===== config.mk =====
export PLATFORM = sky130hd
export DESIGN_NAME = bo_agu
export DESIGN_NICKNAME = d
export VERILOG_FILES = /design/src/rtl/bo_agu_pkg.sv /design/src/rtl/bo_agu_ctrl.sv /design/src/rtl/bo_agu_dpath.sv /design/src/rtl/bo_agu.sv
export SDC_FILE = /design/constraint.sdc
export NUM_CORES = 1
export LEC_CHECK = 0
export BUFFER_PORTS_ARGS = -buffer_cell sky130_fd_sc_hd__buf_2
export CAP_MARGIN = 20
export CORE_MARGIN = 3
export CORE_UTILIZATION = 35
export CTS_CLUSTER_SIZE = 24
export DETAILED_ROUTE_END_ITERATION = 10
export MAX_ROUTING_LAYER = met4
export PLACE_DENSITY = 0.59
export REMOVE_ABC_BUFFERS = 1
export SLEW_MARGIN = 0
export SYNTH_ARGS = -nofsm -noshare
export SYNTH_HDL_FRONTEND = slang
export SYNTH_SLANG_ARGS = --single-unit

===== constraint.sdc =====
create_clock -name clk -period 6.6 [get_ports clk]
set_clock_uncertainty 0.1 [all_clocks]
set_input_delay 0.33 -clock clk [delete_from_list [all_inputs] [get_ports clk]]
set_output_delay 0.33 -clock clk [all_outputs]
set_load 0.02 [all_outputs]

===== src/rtl/bo_agu_pkg.sv =====
package bo_agu_pkg;

  typedef enum logic [1:0] {
    VarOffset = 2'b00,
    VarPre    = 2'b01,
    VarPost   = 2'b10,
    VarRsvd   = 2'b11
  } variant_e;

  // strobes from control to datapath
  typedef struct packed {
    logic capture;       // latch a new result this cycle
    logic addrFromBase;  // access uses the unmodified base
  } dpStrobe_t;

endpackage


===== src/rtl/bo_agu_ctrl.sv =====
module bo_agu_ctrl
  import bo_agu_pkg::*;
(
  input  logic       clk,
  input  logic       rstN,
  input  logic       inValid,
  input  logic [1:0] variant,
  output dpStrobe_t  strobe,
  output logic       outValid,
  output logic       baseWe,
  output logic       badVariant
);

  logic wbEn;
  logic isBad;

  always_comb begin
    strobe.capture      = inValid;
    strobe.addrFromBase = 1'b0;
    wbEn                = 1'b0;
    isBad               = 1'b0;
    case (variant_e'(variant))
      VarOffset: ;
      VarPre:    wbEn = 1'b1;
      VarPost: begin
        wbEn                = 1'b1;
        strobe.addrFromBase = 1'b1;
      end
      default: begin
        isBad               = 1'b1;
        strobe.addrFromBase = 1'b1;
      end
    endcase
  end

  always_ff @(posedge clk) begin
    if (!rstN) begin
      outValid   <= 1'b0;
      baseWe     <= 1'b0;
      badVariant <= 1'b0;
    end else begin
      outValid   <= inValid;
      baseWe     <= inValid & wbEn;
      badVariant <= inValid & isBad;
    end
  end

endmodule


===== src/rtl/bo_agu_dpath.sv =====
module bo_agu_dpath
  import bo_agu_pkg::*;
#(
  parameter int ADDR_W = 32,
  parameter int OFF_W  = 12
) (
  input  logic              clk,
  input  logic              rstN,
  input  dpStrobe_t         strobe,
  input  logic [ADDR_W-1:0] baseIn,
  input  logic [OFF_W-1:0]  offsetIn,
  input  logic              addUp,
  output logic [ADDR_W-1:0] memAddr,
  output logic [ADDR_W-1:0] baseNew
);

  logic [ADDR_W-1:0] offExt;
  logic [ADDR_W-1:0] combined;
  logic [ADDR_W-1:0] accessAddr;

  assign offExt     = ADDR_W'(offsetIn);
  assign combined   = addUp ? (baseIn + offExt) : (baseIn - offExt);
  assign accessAddr = strobe.addrFromBase ? baseIn : combined;

  always_ff @(posedge clk) begin
    if (!rstN) begin
      memAddr <= '0;
      baseNew <= '0;
    end else if (strobe.capture) begin
      memAddr <= accessAddr;
      baseNew <= combined;
    end
  end

endmodule


===== src/rtl/bo_agu.sv =====
module bo_agu
  import bo_agu_pkg::*;
#(
  parameter int ADDR_W = 32,
  parameter int OFF_W  = 12
) (
  input  logic              clk,
  input  logic              rstN,
  input  logic              inValid,
  input  logic [ADDR_W-1:0] baseIn,
  input  logic [OFF_W-1:0]  offsetIn,
  input  logic              addUp,
  input  logic [1:0]        variant,
  output logic              outValid,
  output logic [ADDR_W-1:0] memAddr,
  output logic [ADDR_W-1:0] baseNew,
  output logic              baseWe,
  output logic              badVariant
);

  dpStrobe_t strobe;

  bo_agu_ctrl u_ctrl (
    .clk       (clk),
    .rstN      (rstN),
    .inValid   (inValid),
    .variant   (variant),
    .strobe    (strobe),
    .outValid  (outValid),
    .baseWe    (baseWe),
    .badVariant(badVariant)
  );

  bo_agu_dpath #(.ADDR_W(ADDR_W), .OFF_W(OFF_W)) u_dpath (
    .clk     (clk),
    .rstN    (rstN),
    .strobe  (strobe),
    .baseIn  (baseIn),
    .offsetIn(offsetIn),
    .addUp   (addUp),
    .memAddr (memAddr),
    .baseNew (baseNew)
  );

endmodule


==> results.json <==
{
  "dpl-instance-area_um2": 5373,
  "placed_cells": 852,
  "die_area_um2": 14880,
  "cts-root-buf": "clkbuf_16",
  "gp_congestion": 0.9195,
  "synth_area_um2": 4708,
  "comb_power_share_pct": 33.8,
  "grt_max_degree": 103,
  "cts_buffers": 9,
  "p_switching_mw": 0.5126,
  "grt_use_total_pct": 20.35,
  "synthCells": 601,
  "synth_top_area_share_pct": 28.49,
  "die_h_um": 122.0,
  "crit_required_ns": 6.71,
  "fin_nets": 778,
  "maxCapViolCount": 0,
  "instances_no_fill": 868,
  "syn2layout_area_growth_pct": 20.38,
  "grt.overflow.total": 0,
  "first_iter_violations": 353,
  "power.share.switching_pct": 35.61,
  "final_common_cell": "buf_2",
  "rows": 41,
  "ys_seq_elements": 67,
  "clk_pin_slew_worst_paths_ns": 0.06,
  "rsz0062_at_grt": "false",
  "n_fill_cell": 1326,
  "yosysSeqAreaShare_pct": 28.49,
  "yosys-top-cells-area": "dfxtp_1 (28%), ha_1 (9.6%), a21oi_1 (6.0%), nand2_1 (5.9%), nor2_1 (4.9%)",
  "ys_types": 59,
  "layout_worst_path_cycle_share_pct": 60.83,
  "worst_ep_arrival_time_ns": 4.13,
  "wl_per_cell_um": 16.97,
  "routed-via-count": 4786,
  "grt_pass1_vias": 4364,
  "io_pins": 117,
  "slew_violations": 0,
  "initial_core_util_pct": 36.57,
  "tightest_slew_ns": 1.059,
  "fin_tns_setup_ns": 0,
  "peakVddDrop_mv": 0.1157,
  "pwr-share-clk_pct": 33.5,
  "postCtsHoldBufs": 0,
  "p_per_area_nw_per_um2": 254.0,
  "seq_area_um2": 1341,
  "post_cts_resize_count": 0,
  "core_area_um2": 12880,
  "clkLatencyLatePin_ns": 0.34,
  "run_status": "finished, final reports clean",
  "critical_path_class": "in2reg",
  "dp_hpwl_um": 11280,
  "avgSynthCellArea_um2": 7.834,
  "setup_violations": 0,
  "drt-total-wl_um": 14730,
  "fp.dieW_um": 122.0,
  "drc": 0,
  "postLayoutCoreUtil_pct": 44.02,
  "htreeDepth": 3,
  "dr.pass1.iters": 7,
  "vias_per_cell": 5.514,
  "postCtsSetupBuffers": 0,
  "finalHoldViolations": 0,
  "internal_power_mw": 0.9269,
  "cp-end-kind": "register",
  "diodes": 0,
  "r2r_slack_ns": 5.59,
  "synth_ff_type": "dfxtp_1",
  "ys_warn_count": 0,
  "antenna_found_initial": 0,
  "numPortBuffers": 116,
  "synth_top_area_cell": "dfxtp_1",
  "slew_headroom_pct": 29.40,
  "ys_async_sr_fraction_pct": 0,
  "cp-start-kind": "input port",
  "tritoncts": "yes",
  "fmaxAchievable_mhz": 249.1,
  "cts.path.max_buffers": 2,
  "crit_fanout": 7,
  "period_needed_ns": 4.015,
  "postLayoutCellArea_um2": 5668,
  "multi_input_area_um2": 3162,
  "grt_pass1_wl_um": 22980,
  "p_leak_nw": 2.597,
  "synth-edff-count": 0,
  "drive_gt1_share_pct": 21.98,
  "antenna_left": 0,
  "hp-class": "in2reg",
  "seqPwrFrac_pct": 32.6,
  "clock_sinks": 67,
  "mostFrequentLayoutCells": "buf_2 (115), nand2_1 (74), dfxtp_1 (67)",
  "finalPower_mw": 1.439
}
Yosys cell counts (all sizes together) (5+ instances only):
cell type and count:
a211oi 8, a21o 7, a21oi 58, a311oi 11, a31oi 19, and3 7
buf 7, clkbuf 32, dfxtp 67, ha 36, inv 14, mux2i 22
nand2 74, nand3 13, nand3b 6, nand4 11, nor2 63, o211ai 8
o21ai 40, o221ai 5, o22ai 5, or2 5, xnor2 18, xor2 22
flip-flops by register name, summed over array words and instances (netlist names):
signal,flops
u_dpath.baseNew,32
u_dpath.memAddr,32
u_ctrl.baseWe,1
u_ctrl.badVariant,1
u_ctrl.outValid,1
layout make-up:
| type | instances | share of cell area (%) |
|---|---|---|
| Multi-Input combinational cell | 480 | 55.78 |
| Sequential cell | 67 | 23.66 |
| Timing Repair Buffer | 118 | 10.55 |
| Clock buffer | 11 | 4.283 |
| Tap cell | 172 | 3.797 |
| Inverter | 15 | 0.9934 |
| Clock inverter | 5 | 0.9272 |
metrics by stage:
step / hold WS (ns) / worst slack [ns]
2_1_floorplan: 0.3194 / 2.873
3_3_place_gp: 0.3583 / 2.368
3_5_place_dp: 0.3660 / 2.240
4_1_cts: 0.1588 / 2.609
5_1_grt: 0.1778 / 2.171
6_report: 0.1666 / 2.585
cells by family (layout without fill, tap and decap cells):
family	count (synthesis)	count (layout)	synth area share, %
AOI/OAI and AO/OA	182	182	25.09
muxes	24	24	5.155
adders and majority gates	37	37	9.992
xor gates and xnor gates	40	40	7.441
and+or+nand+nor	197	197	19.43
DFF	67	67	28.49
buffers and inverters	54	149	4.411
critical path: stages:
cell,delay [ns]
buf_2,0.11
nor2_1,0.15
nor4b_1,0.59
inv_1,0.13
nor2_2,0.26
ha_1,0.27
mux2_2,0.27
ha_1,0.41
nand4_2,0.15
a211oi_2,0.30
a21oi_2,0.12
o21ai_0,0.42
nand4_1,0.16
o211ai_1,0.15
xnor2_1,0.17
o221ai_1,0.13
power groups by stage:
stage / clock network (mW) / logic [mW] / registers [mW]
2_1_floorplan: 0 / 0.272 / 0.531
3_3_place_gp: 0 / 0.481 / 0.477
3_5_place_dp: 0 / 0.484 / 0.478
4_1_cts: 0.494 / 0.486 / 0.470
5_1_grt: 0.510 / 0.539 / 0.474
6_report: 0.483 / 0.487 / 0.470
final timing paths:
check / start / end / cells after the start
setup reg to reg: u_dpath.memAddr[29]$_SDFFE_PN0P_ / u_dpath.memAddr[29]$_SDFFE_PN0P_ / 3
setup / recovery: offsetIn[3] / u_dpath.memAddr[31]$_SDFFE_PN0P_ / 16
hold reg to reg: u_dpath.baseNew[28]$_SDFFE_PN0P_ / u_dpath.baseNew[28]$_SDFFE_PN0P_ / 2
hold / removal: baseIn[15] / u_dpath.memAddr[15]$_SDFFE_PN0P_ / 3
routing by layer:
layer	wire [um]	track usage, %	share of wire [%]
met3	747	2.553	5.1
met5	0	-	0
met1	7346	28.75	50
met2	6341	29.87	43
met4	290	7.213	2.0
No activity file was read; power rests on OpenSTA's default activity.
